===== src/rtl/alu_func_unit.sv =====
module alu_func_unit #(
  parameter int WIDTH = 32
) (
  input  logic [1:0]       op_class,
  input  logic [5:0]       funct,
  input  logic [WIDTH-1:0] opnd_a,
  input  logic [WIDTH-1:0] opnd_b,
  output logic [WIDTH-1:0] result,
  output logic             zero,
  output logic [2:0]       alu_sel
);

  localparam logic [2:0] SEL_AND = 3'b000;
  localparam logic [2:0] SEL_OR  = 3'b001;
  localparam logic [2:0] SEL_ADD = 3'b010;
  localparam logic [2:0] SEL_NOP = 3'b011;
  localparam logic [2:0] SEL_SUB = 3'b110;
  localparam logic [2:0] SEL_SLT = 3'b111;

  localparam logic [5:0] FN_ADD = 6'h20;
  localparam logic [5:0] FN_SUB = 6'h22;
  localparam logic [5:0] FN_AND = 6'h24;
  localparam logic [5:0] FN_OR  = 6'h25;
  localparam logic [5:0] FN_SLT = 6'h2A;

  logic [2:0]       sel;
  logic [WIDTH-1:0] res;
  logic             lt;

  always_comb begin
    unique case (op_class)
      2'b00:   sel = SEL_ADD;
      2'b01:   sel = SEL_SUB;
      2'b10: begin
        case (funct)
          FN_ADD:  sel = SEL_ADD;
          FN_SUB:  sel = SEL_SUB;
          FN_AND:  sel = SEL_AND;
          FN_OR:   sel = SEL_OR;
          FN_SLT:  sel = SEL_SLT;
          default: sel = SEL_NOP;
        endcase
      end
      default: sel = SEL_NOP;
    endcase

    lt = $signed(opnd_a) < $signed(opnd_b);

    case (sel)
      SEL_AND: res = opnd_a & opnd_b;
      SEL_OR:  res = opnd_a | opnd_b;
      SEL_ADD: res = opnd_a + opnd_b;
      SEL_SUB: res = opnd_a - opnd_b;
      SEL_SLT: res = {{(WIDTH-1){1'b0}}, lt};
      default: res = '0;
    endcase

    // Datapath invariants checked against the operands
    a_r4_nop_zero: assert (sel != SEL_NOP || res == '0)
      else $error("R4 undefined select produced nonzero result");
    a_r5_and_subset: assert (sel != SEL_AND || ((res & ~opnd_a) == '0 && (res & ~opnd_b) == '0))
      else $error("R5 AND result has bit outside an operand");
    a_r6_or_superset: assert (sel != SEL_OR || ((res | opnd_a) == res && (res | opnd_b) == res))
      else $error("R6 OR result misses an operand bit");
    a_r7_add_inverse: assert (sel != SEL_ADD || WIDTH'(res - opnd_b) == opnd_a)
      else $error("R7 sum minus B differs from A");
    a_r8_sub_inverse: assert (sel != SEL_SUB || WIDTH'(res + opnd_b) == opnd_a)
      else $error("R8 difference plus B differs from A");
    a_r9_slt_single_bit: assert (sel != SEL_SLT || res[WIDTH-1:1] == '0)
      else $error("R9 set-less-than upper bits nonzero");
    a_r1_class_mem: assert (op_class != 2'b00 || sel == SEL_ADD)
      else $error("R1 memory class did not select add");
    a_r2_class_branch: assert (op_class != 2'b01 || sel == SEL_SUB)
      else $error("R2 branch class did not select subtract");
  end

  assign result  = res;
  assign zero    = ~|res;
  assign alu_sel = sel;

endmodule


===== config.mk =====
export PLATFORM = sky130hd
export DESIGN_NAME = alu_func_unit
export DESIGN_NICKNAME = d
export VERILOG_FILES = /design/src/rtl/alu_func_unit.sv
export SDC_FILE = /design/constraint.sdc
export NUM_CORES = 1
export LEC_CHECK = 0
export CAP_MARGIN = 10
export CORE_MARGIN = 4
export CORE_UTILIZATION = 55
export DETAILED_ROUTE_END_ITERATION = 16
export PLACE_DENSITY = 0.83
export SYNTH_ARGS = -nofsm -noshare
export SYNTH_HDL_FRONTEND = slang
export SYNTH_SLANG_ARGS = --single-unit

===== constraint.sdc =====
create_clock -name vclk -period 10.7
set_input_delay 1.07 -clock vclk [all_inputs]
set_output_delay 1.07 -clock vclk [all_outputs]
set_load 0.1 [all_outputs]

# --- Word-level counts from Yosys, hierarchy flattened ---
# Cells that the tools add are included.
word_totals:
  register_bits: 0
  in_bits: 72
  word_cells: 23
op_classes:
  addsub: 2
  order_cmp: 1
  n_eq_ne: 11
  mux: 3
  bitwise_logic: 2
  reduce_logical: 4
op_table:
  columns: ["op", "count"]
  rows:
  - ["$pmux 32 s5", 1]
  - ["$add 32x32->32", 1]
  - ["$and 32x32->32", 1]
  - ["$lt 32x32->1", 1]
  - ["$or 32x32->32", 1]
  - ["$reduce_or 32->1", 1]
  - ["$sub 32x32->32", 1]
  - ["$eq 6x6->1 const B", 5]
  - ["$pmux 3 s5", 1]
  - ["$pmux 3 s3", 1]
  - ["$eq 3x3->1 const B", 2]
  - ["$eq 3x1->1 const B", 1]
  - ["$eq 3x2->1 const B", 1]
  - ["$logic_not 3->1", 1]
  - ["$eq 2x1->1 const B", 1]
  - ["$eq 2x2->1 const B", 1]
  - ["$logic_not 2->1", 1]
  - ["$logic_not 1->1", 1]

# --- Longest topological paths before layout ---
# Gate-level depths: netlist of the first run.
depth:
  word_depth: 7
  ltp_mapped: 15

# --- Least setup slack after synthesis of the first run ---
# Ideal clock, no wire load.
synth_timing:
  path_type: "input-to-output"
  start: "input op_class[0]"
  end: "output zero"
  arrival_ns: 6.105
  setup_slack_ns: 3.525
  path_stages: 10
  path_buffers: 1
  path_cell_list: "or4b_1 > o21ai_2 > inv_2 > clkbuf_1 > o211ai_1 > o221ai_1 > nand4bb_1 > nor4_1 > nand4b_1 > nor2_1"
synth_via:
  elab_chain_len: 6
  word_cells_on_any_way: 12
synth_rtl:
  columns: ["element", "line_no", "rtl"]
  rows:
  - ["start, declared", "4", "input logic [1:0] op_class,"]
  - ["$eq 2x2->1 (tied with other cells)", "31", "unique case (op_class)"]
  - ["$pmux 3 s3 (*)", "31", null]
  - ["named net alu_sel[0]", "10", "output logic [2:0] alu_sel"]
  - ["$eq 3x3->1 (tied with other cells)", "49", "case (sel)"]
  - ["$pmux 32 s5 (*)", "49", null]
  - ["named net result[12]", "8", "output logic [WIDTH-1:0] result,"]
  - ["$reduce_or 32->1 (*)", "78", "assign zero = ~|res;"]
  - ["$logic_not 1->1 (*)", "78", null]
  - ["end, declared", "9", "output logic zero,"]
# Mark *: on every way through the listed nets, which the timed path passes. The rest lies on a longest branch.

# --- Worst setup path in the final report of the first run ---
layout_timing:
  start: "input op_class[1]"
  end: "output zero"
layout_via:
  elab_chain_len: 6
  word_cells_on_any_way: 12
layout_rtl:
  columns: ["element", "line_no"]
  rows:
  - ["$eq 2x2->1 (tied with other cells)", "31"]
  - ["$pmux 3 s3 (*)", "31"]
  - ["$eq 3x3->1 (tied with other cells)", "49"]
  - ["$pmux 32 s5 (*)", "49"]
  - ["$reduce_or 32->1 (*)", "78"]
  - ["$logic_not 1->1 (*)", "78"]
# Every way passes the cells marked *; elsewhere a longest branch is shown, timed or not.

==> summary.txt, run 1 <==
Timing
  • Fin crit period: ~7300 ps
  • Rel. slew slack: 0.2527
  • Pins Over Slew Limit: 0
  • Final hold slack: 4022 ps
  • Fin crit share: 0.6791
  • Max Fclk: 137.6 MHz
  • Final Hold Fails: 0
  • RSZ-0062 raised after global routing: no
  • Worst Max-Slew Pin Slew: approximately 1100 ps
  • Final setup fails: 0
  • Setup TNS: 0 ps

Yosys
  • Netlist cell types: 85
  • Yosys top cell area share: 0.2232
  • Dominant cell by count in the synthesized netlist: inv_1
  • Leading area contributor after synthesis: ha_1
  • Most area-consuming cells after synthesis: ha_1 (22%), a21oi_1 (7.9%), inv_1 (7.0%)
  • Synthesis Warnings: 0
  • Syn nets: approximately 1000
  • Commonest cells post-synth: inv_1 (102), ha_1 (97), nor2_1 (88)
  • Cells after synthesis: between 800 and 900
  • Synthesized area per cell: 6.574 um2
  • Netlist Area Pre-Place: ~5400 um2
  • Sequential share of the synthesized area: 0

Placement
  • DP Cell Count: 1030
  • Routability cong.: between 0.9 and 1
  • IO Port Bufs: around 110
  • Hpwl dp: roughly 16000 um

Final layout
  • Clock buffer count: 0
  • Area grow syn2layout: 18.37%
  • Ratio of cells with drive above 1 in the final layout: 0.03902
  • Antenna Cells: 0
  • Seq_cells: 0
  • Post-Layout Cell Count: just over 1000
  • Number of fill cells in the layout: roughly 850
  • Net count, final: between 1000 and 1500
  • Register area: 0 um2

Critical path
  • WP data arrival: about 6200 ps
  • Crit path capture type: output port
  • Critical-path maximum fanout: 24
  • CP Class: primary input to output port
  • CP startpoint kind: primary input
  • Worst Path Required: about 9600 ps

Routing
  • Final ANT Viol Nets: 0
  • WL per Instance: roughly 19 um
  • DR pass1 iterations: 7
  • Vias/cell: 6.483
  • Vias: 6677
  • DRC errors left: 0
  • WL final: 19710 um
  • Starting DRT DRC Count: ~510

Hold path
  • Worst min path class: primary input to output port

Die
  • Initial Util: 0.5614
  • Cell row count: 36
  • Chip width: 107.4 um
  • Ports: ~110
  • Die area: 11540 um2
  • Die height: ~110 um
  • Core area: 9684 um2

Power and ir drop
  • Worst IR Drop VDD: ~70 uV
  • Cell Pwr Density: roughly 80 nW/um2
  • Final Power: between 0.5 and 0.6 mW
  • Leakage power: around 2.9 nW

CTS
  • CTS-repair resized insts: 0
  • CTS Hold Bufs: 0
  • Post-CTS Setup Bufs: 0

Global routing
  • GRT Resource Usage Total: 0.3273
  • Global-route wire length before repair: approximately 31000 um
  • Pin count of the biggest net entering global routing: 46
  • Antenna violations before repair: 0
  • Vias in the first global route: ~6500
  • Overflow after GRT: 0

Job
  • Max-cap violations: 0

Status
  • Status: completed
## path summary, 6_finish.rpt
path / endpoint / cells past startpoint / from / slack, ps
hold / removal: result[17] / 5 / opnd_b[17] / 4020
setup / recovery: zero / 14 / op_class[1] / 3430
## kinds of logic (layout without fill, tap and decap cells)
group,after synthesis,in the layout,share of synthesized area
AO/OA/AOI/OAI,301,301,0.3751
XOR/XNOR,14,14,0.02256
adder cells (fa/ha/maj),99,99,0.2306
buffers and inverters,145,215,0.1238
multiplexers,9,9,0.01657
AND/OR/NAND/NOR,259,259,0.2313
## cells in the final DEF, fill, tap and decap left out, drive strengths merged, types with 11 or more instances in the layout
cell type	synthesis	layout
clkdlybuf4s50	0	108
xnor2	13	13
o21bai	13	13
nor2	89	89
o22ai	16	16
o211ai	14	14
ha	97	97
nand2	65	65
inv	103	103
a21o	15	15
a211oi	16	16
nor4	11	11
a21oi	87	87
nor3	19	19
o21ai	55	55
nand3	11	11
## area by class of cell
type | instances | area [um2] | share of cell area
inverters | 103 | 386.6 | 0.06008
repair buffers | 112 | 1111 | 0.1727
well taps | 133 | 166.4 | 0.02586
multi-input cells | 682 | 4771 | 0.7414
## power by group
part,switching [mW],internal [mW]
sequential,0,0
combinational,0.355,0.161
clock,0,0
## critical path, stage by stage
cell and delay [ps]:
clkdlybuf4s50_1 530, nor4bb_1 210, a32oi_1 220, buf_4 250, inv_1 250, nand2_1 900
o221a_2 330, o22ai_1 90, o21ba_2 290, nand4_1 120, nor4_1 490, nand4b_1 160
nor2_1 130, clkdlybuf4s50_1 1140
## per-layer routing
layer	track usage	vias to the layer above	wire, um
met3	0.06779	43	2224
met5	0	-	0
li1	-	3124	-
met4	0.07304	0	412
met2	0.5639	414	9074
met1	0.4191	3096	7994
## per-stage QoR
stage                     instance area [um2]    util  worst slack, ps
after floorplan                          5436       -             3525
after global placement                   6435  0.6645             3468
after detailed placement                 6435  0.6645             3525
after CTS                                6435  0.6645             3510
after global routing                     6435  0.6645             3106
final                                    6435  0.6645             3433
Power figures use the tool's default switching activity.
==> inputs of run 2 (changes only) <==
==> constraint.sdc (replaced) <==
create_clock -name vclk -period 7.46
set_input_delay 0.746 -clock vclk [all_inputs]
set_output_delay 0.746 -clock vclk [all_outputs]
set_load 0.1 [all_outputs]
==> run 2 against run 1 <==
First-iteration DRC count grew 17%. Sequential share of layout area is the same. Via count grew 1.3%. Design area grew 0.47%. Global-route usage grew 0.73 points. Routed wire length grew 1.2%. Sequential cell count is the same. Total power grew 44%. Worst hold slack lost 1300 ps. Die area is the same. Clock-buffer cell count is the same. Largest power group unchanged.
==> summary.txt, run 2 (synthesis gave the netlist of run 1 again) <==
Power and ir drop
  • Cell Pwr Density: 115.1 nW/um2 (was 80.20 nW/um2)
  • Worst IR Drop VDD: 110.7 uV (was 71.29 uV)
  • Final Power: 0.7442 mW (was 0.5161 mW)
  • Leakage power: 2.940 nW (was 2.913 nW)

Critical path
  • WP data arrival: 5300 ps (was 6200 ps)
  • CP startpoint kind: primary input (unchanged)
  • Worst Path Required: 6710 ps (was 9630 ps)
  • Critical-path maximum fanout: 4 (was 24)
  • Crit path largest cell delay: 1200 ps (was 1140 ps)
  • CP Class: primary input to output port (unchanged)
  • CP max-delay cell: clkdlybuf4s50_1 (unchanged)
  • Crit path top cell by count: clkdlybuf4s50_1 (unchanged)
  • Crit path capture type: output port (unchanged)
  • Cells along the critical path: clkdlybuf4s50_1 -> inv_1 -> fa_1 -> nand2b_1 -> a21oi_1 -> o21a_1 -> nor4_1 -> o41ai_1 -> a311oi_1 -> xor2_1 -> o21ai_0 -> clkdlybuf4s50_1 (was clkdlybuf4s50_1 -> nor4bb_1 -> a32oi_1 -> buf_4 -> inv_1 -> nand2_1 -> o221a_2 -> o22ai_1 -> o21ba_2 -> nand4_1 -> nor4_1 -> nand4b_1 -> nor2_1 -> clkdlybuf4s50_1)

Die
  • Chip width: 107.4 um (unchanged)
  • Core area: 9684 um2 (unchanged)
  • Cell row count: 36 (unchanged)
  • Die height: 107.4 um (unchanged)
  • Initial Util: 0.5614 (unchanged)
  • Die area: 11540 um2 (unchanged)
  • Ports: 108 (unchanged)

Final layout
  • Ratio of cells with drive above 1 in the final layout: 0.04767 (was 0.03902)
  • Finished Cell Area: 6465 um2 (was 6435 um2)
  • Antenna Cells: 0 (unchanged)
  • Post-layout util: 0.6676 (was 0.6645)
  • Net count, final: 1075 (was 1070)
  • Clock buffer count: 0 (unchanged)
  • Number of fill cells in the layout: 889 (was 854)
  • Commonest non-fill, non-tap cell in the layout: clkdlybuf4s50_1 (unchanged)
  • Seq_cells: 0 (unchanged)
  • Register area: 0 um2 (unchanged)
  • Commonest cells after routing, fill and taps aside: clkdlybuf4s50_1 (105), inv_1 (102), ha_1 (97), nor2_1 (87), a21oi_1 (86) (was clkdlybuf4s50_1 (108), inv_1 (102), ha_1 (97), nor2_1 (87), a21oi_1 (86))
  • Area grow syn2layout: 18.92% (was 18.37%)

Hold path
  • Worst min path class: primary input to output port (unchanged)
  • Worst Hold Launch: opnd_b[16] (was opnd_b[17])
  • WHS Endpoint: result[16] (was result[17])
  • WHS Path Cells: 6 (was 5)

Timing
  • Worst Max-Slew Pin Slew: 1022 ps (was 1118 ps)
  • Final Hold Fails: 0 (unchanged)
  • Fin crit period: 6048 ps
  • Final hold slack: 2680 ps (was 4022 ps)
  • Setup TNS: 0 ps (unchanged)
  • Max Fclk: 165.3 MHz
  • Final setup fails: 0 (unchanged)
  • Fin crit share: 0.8108
  • Pins Over Slew Limit: 0 (unchanged)
  • RSZ-0062 raised after global routing: no (unchanged)
  • Rel. slew slack: 0.3177 (was 0.2527)

Routing
  • Vias: 6762 (was 6677)
  • Final ANT Viol Nets: 0 (unchanged)
  • Vias/cell: 6.533 (was 6.483)
  • WL final: 19950 um (was 19710 um)
  • Starting DRT DRC Count: 591 (was 505)
  • DRC errors left: 0 (unchanged)
  • DR pass1 iterations: 5 (was 7)
  • WL per Instance: 19.27 um (was 19.13 um)

Placement
  • Routability cong.: 1.008 (was 0.9782)
  • Placed Area: 6465 um2 (was 6435 um2)
  • Hpwl dp: 15930 um (was 15780 um)
  • IO Port Bufs: 108 (unchanged)

Global routing
  • Global-route wire length before repair: 31940 um (was 31310 um)
  • Vias in the first global route: 6499 (was 6473)
  • Pin count of the biggest net entering global routing: 28 (was 46)
  • Antenna violations before repair: 0 (unchanged)
  • GRT Resource Usage Total: 0.3346 (was 0.3273)
  • Overflow after GRT: 0 (unchanged)

Job
  • Max-cap violations: 0 (unchanged)

CTS
  • CTS Hold Bufs: 0 (unchanged)
  • Post-CTS Setup Bufs: 0 (unchanged)
  • CTS-repair resized insts: 0 (unchanged)

Status
  • Status: completed (unchanged)
-- run 2: cell types whose count changed in the layout (fill, tap and decap cells not counted), sizes merged --
cell and delta:
clkdlybuf4s50 -3, buf +8
-- run 2: layout make-up --
type / count / area [um2] / share of cell area
inverters: 103 / 386.6 / 0.05980
multi-input cells: 682 / 4771 / 0.7380
well taps: 133 / 166.4 / 0.02574
repair buffers: 117 / 1141 / 0.1765
-- run 2: worst max path at each step --
stage           startpoint          to  slack, ps  depth (start not counted)
2_1_floorplan  op_class[0]        zero        930                         10
3_3_place_gp    opnd_a[12]  result[30]       1390                         12
3_5_place_dp     opnd_a[1]  result[26]       1470                         12
4_1_cts          opnd_a[1]  result[26]       1460                         12
5_1_grt         opnd_a[12]  result[30]       1220                         12
6_report         opnd_a[1]  result[26]       1410                         12
-- run 2: routing by layer --
layer | track usage | up-vias | routed length, um
met2 | 0.5483 | 449 | 8964
met4 | 0.09739 | 0 | 604
li1 | - | 3126 | -
met5 | 0 | - | 0
met3 | 0.05339 | 64 | 2018
met1 | 0.4516 | 3123 | 8362
-- run 2: power breakdown --
part | switching (mW) | internal [mW] | leakage (nW)
Sequential | 0 | 0 | 0
Combinational | 0.513 | 0.232 | 2.94
Clock | 0 | 0 | 0
Total | 0.513 | 0.232 | 2.94
-- run 2: through the flow --
stage / std cells / setup slack (ps)
floorplan: 827 / 932.8
detailed placement: 1035 / 1468
global route: 1035 / 1217
global placement: 1035 / 1391
finish: 1035 / 1412
CTS: 1035 / 1460
-- run 2: critical path, delay by kind of cell --
kind                     cells  cell delay (ps)
AND/OR/NAND/NOR              2              260
XOR/XNOR                     1              190
adder cells (fa/ha/maj)      1              460
AO/OA/AOI/OAI                5             1720
buffers and inverters        3             1920
==> inputs of run 3 (changes only) <==
==> constraint.sdc (replaced) <==
create_clock -name vclk -period 5.6
set_input_delay 0.56 -clock vclk [all_inputs]
set_output_delay 0.56 -clock vclk [all_outputs]
set_load 0.1 [all_outputs]
==> run 3 against run 2 <==
Global-route usage fell by 0.36 points. First-iteration DRC count fell by 4.2%. Setup slack got worse by 1200 ps. Highest routed layer unchanged. Sequential cell count did not move. Worst hold slack got worse by 430 ps. Sequential share of layout area did not move. Via count rose by 0.70%. Non-clock buffer count rose by 13.
==> summary.txt, run 3 (synthesis gave the netlist of run 1 again) <==
Status
  • Status: completed (unchanged)

Critical path
  • WP data arrival: 4860 ps (was 5300 ps)
  • Crit path capture type: output port (unchanged)
  • CP Class: primary input to output port (unchanged)
  • CP max-delay cell: o311ai_0 (was clkdlybuf4s50_1)
  • Worst Path Required: 5040 ps (was 6710 ps)
  • Cells along the critical path: clkdlybuf4s50_1 -> inv_1 -> ha_1 -> inv_1 -> o311ai_0 -> nand2_1 -> nand3_1 -> o21ai_1 -> a21oi_1 -> o221a_2 -> o221ai_1 -> a21o_2 -> or4_1 -> nor2_2 -> buf_12 (was clkdlybuf4s50_1 -> inv_1 -> fa_1 -> nand2b_1 -> a21oi_1 -> o21a_1 -> nor4_1 -> o41ai_1 -> a311oi_1 -> xor2_1 -> o21ai_0 -> clkdlybuf4s50_1)
  • Crit path largest cell delay: 750 ps (was 1200 ps)
  • CP startpoint kind: primary input (unchanged)
  • Critical-path maximum fanout: 9 (was 4)
  • Crit path top cell by count: inv_1 (was clkdlybuf4s50_1)
  • Buf+Inv Stages, Crit Path: 4 (was 3)
  • CP top delay family: compound AO/OA/AOI/OAI gates (was buffers and inverters)

Power and ir drop
  • Clock share of power: 0 (about the same)
  • Worst IR Drop VDD: 181.4 uV (was 110.7 uV)
  • Final Power: 1.038 mW (was 0.7442 mW)
  • Psw: 0.6964 mW (was 0.5127 mW)
  • Leakage power: 3.101 nW (was 2.940 nW)
  • Sw Ratio: 0.6710 (was 0.6889)
  • Combinational share of power: 1.000 (about the same)
  • Pint: 0.3415 mW (was 0.2315 mW)
  • Cell Pwr Density: 155.9 nW/um2 (was 115.1 nW/um2)
  • Sequential Power Share: 0 (about the same)

Routing
  • DR pass1 iterations: 6 (was 5)
  • WL per Instance: 18.98 um (was 19.27 um)
  • Vias/cell: 6.497 (was 6.533)
  • DRC errors left: 0 (unchanged)
  • Vias: 6809 (was 6762)
  • Final ANT Viol Nets: 0 (unchanged)
  • Starting DRT DRC Count: 566 (was 591)
  • WL final: 19890 um (was 19950 um)

Timing
  • Pins Over Slew Limit: 0 (unchanged)
  • Max Fclk: approximately 180 MHz
  • Setup TNS: 0 ps (unchanged)
  • Rel. slew slack: 0.3527 (was 0.3177)
  • RSZ-0062 raised after global routing: no (unchanged)
  • Final setup fails: 0 (unchanged)
  • Fin crit share: 0.9684
  • Fin crit period: between 5000 and 6000 ps
  • Worst Max-Slew Pin Slew: 967.9 ps (was 1022 ps)
  • Final Hold Fails: 0 (unchanged)

Placement
  • IO Port Bufs: 108 (unchanged)
  • Hpwl dp: 16300 um (was 15930 um)
  • Routability cong.: 1.077 (was 1.008)

Die
  • Cell row count: 36 (unchanged)
  • Die area: 11540 um2 (unchanged)
  • Chip width: 107.4 um (unchanged)
  • Core area: 9684 um2 (unchanged)
  • Initial Util: 0.5614 (unchanged)
  • Die height: 107.4 um (unchanged)
  • Ports: 108 (unchanged)

Final layout
  • Ratio of cells with drive above 1 in the final layout: 0.09727 (was 0.04767)
  • Net count, final: 1088 (was 1075)
  • Area grow syn2layout: 22.49% (was 18.92%)
  • Commonest cells after routing, fill and taps aside: inv_1 (102), ha_1 (97), nor2_1 (87), a21oi_1 (86), clkdlybuf4s50_1 (74) (was clkdlybuf4s50_1 (105), inv_1 (102), ha_1 (97), nor2_1 (87), a21oi_1 (86))
  • Seq_cells: 0 (unchanged)
  • Clock buffer count: 0 (unchanged)
  • Antenna Cells: 0 (unchanged)
  • Register area: 0 um2 (unchanged)
  • Commonest non-fill, non-tap cell in the layout: inv_1 (was clkdlybuf4s50_1)

Global routing
  • Pin count of the biggest net entering global routing: 26 (was 28)
  • GRT Resource Usage Total: 0.3310 (was 0.3346)
  • Vias in the first global route: 6443 (was 6499)
  • Antenna violations before repair: 0 (unchanged)
  • Global-route wire length before repair: 31830 um (was 31940 um)
  • Overflow after GRT: 0 (unchanged)

Hold path
  • WHS Path Cells: 5 (was 6)
  • Worst Hold Launch: funct[1] (was opnd_b[16])
  • Worst min path class: primary input to output port (unchanged)
  • WHS Endpoint: result[7] (was result[16])

Job
  • Max-cap violations: 0 (unchanged)

CTS
  • Post-CTS Setup Bufs: 0 (unchanged)
==> run 3: changes by cell type in the layout (fill, tap and decap cells not counted), moves of 2 or more <==
cell             delta
buf_4              +31
buf_12             +13
o21ai_1             +2
clkdlybuf4s50_1    -31
o21ai_0             -2
==> run 3: repair_timing <==
item                       in CTS  in global routing
resized for setup               0                  1
hold buffers                    0                  0
setup endpoints to repair       0                  1
==> run 3: layout make-up <==
type,instances,area (um2)
Tap cell,133,166.4
Fill cell,841,3025
Multi-Input combinational cell,682,4782
Timing Repair Buffer,130,1324
Inverter,103,386.6
==> run 3: per-stage QoR <==
stage	hold WS (ps)	instance area, um2	instances	setup slack [ps]	utilization
2_1_floorplan	1712	5445	827	99.82	-
3_5_place_dp	2215	6654	1048	242.7	0.6871
4_1_cts	2224	6654	1048	232.1	0.6871
5_1_grt	2297	6659	1048	29.47	0.6876
3_3_place_gp	2222	6654	1048	299.2	0.6871
6_report	2249	6659	1048	176.9	0.6876
==> run 3: tightest hold or removal path, stage by stage <==
cell and delay (ps):
clkdlybuf4s50_1 510, nor3_2 110, nand2_1 60, o21ai_0 160, buf_4 280
==> run 3: how the worst max path moves through the flow <==
stage / from / to / slack [ps] / depth (start not counted)
CTS: opnd_b[0] / zero / 230 / 16
finish: opnd_a[12] / zero / 180 / 15
global route: opnd_b[0] / zero / 30 / 16
detailed placement: opnd_b[0] / zero / 240 / 16
global placement: opnd_b[0] / zero / 300 / 16
floorplan: opnd_a[0] / zero / 100 / 15
==> run 3: power groups by stage <==
stage,clock network (mW),logic [mW],registers (mW)
2_1_floorplan,0,0.722,0
3_3_place_gp,0,1.00,0
3_5_place_dp,0,1.01,0
4_1_cts,0,1.02,0
5_1_grt,0,1.09,0
6_report,0,1.04,0
==> run 3: layer usage <==
metal,routed length (um),vias to the layer above,share of wire,track usage
met5,0,-,0,0
met4,506,0,0.025,0.06673
met3,2161,59,0.11,0.03239
met2,9034,440,0.45,0.5666
met1,8191,3162,0.41,0.4512
li1,-,3148,-,-
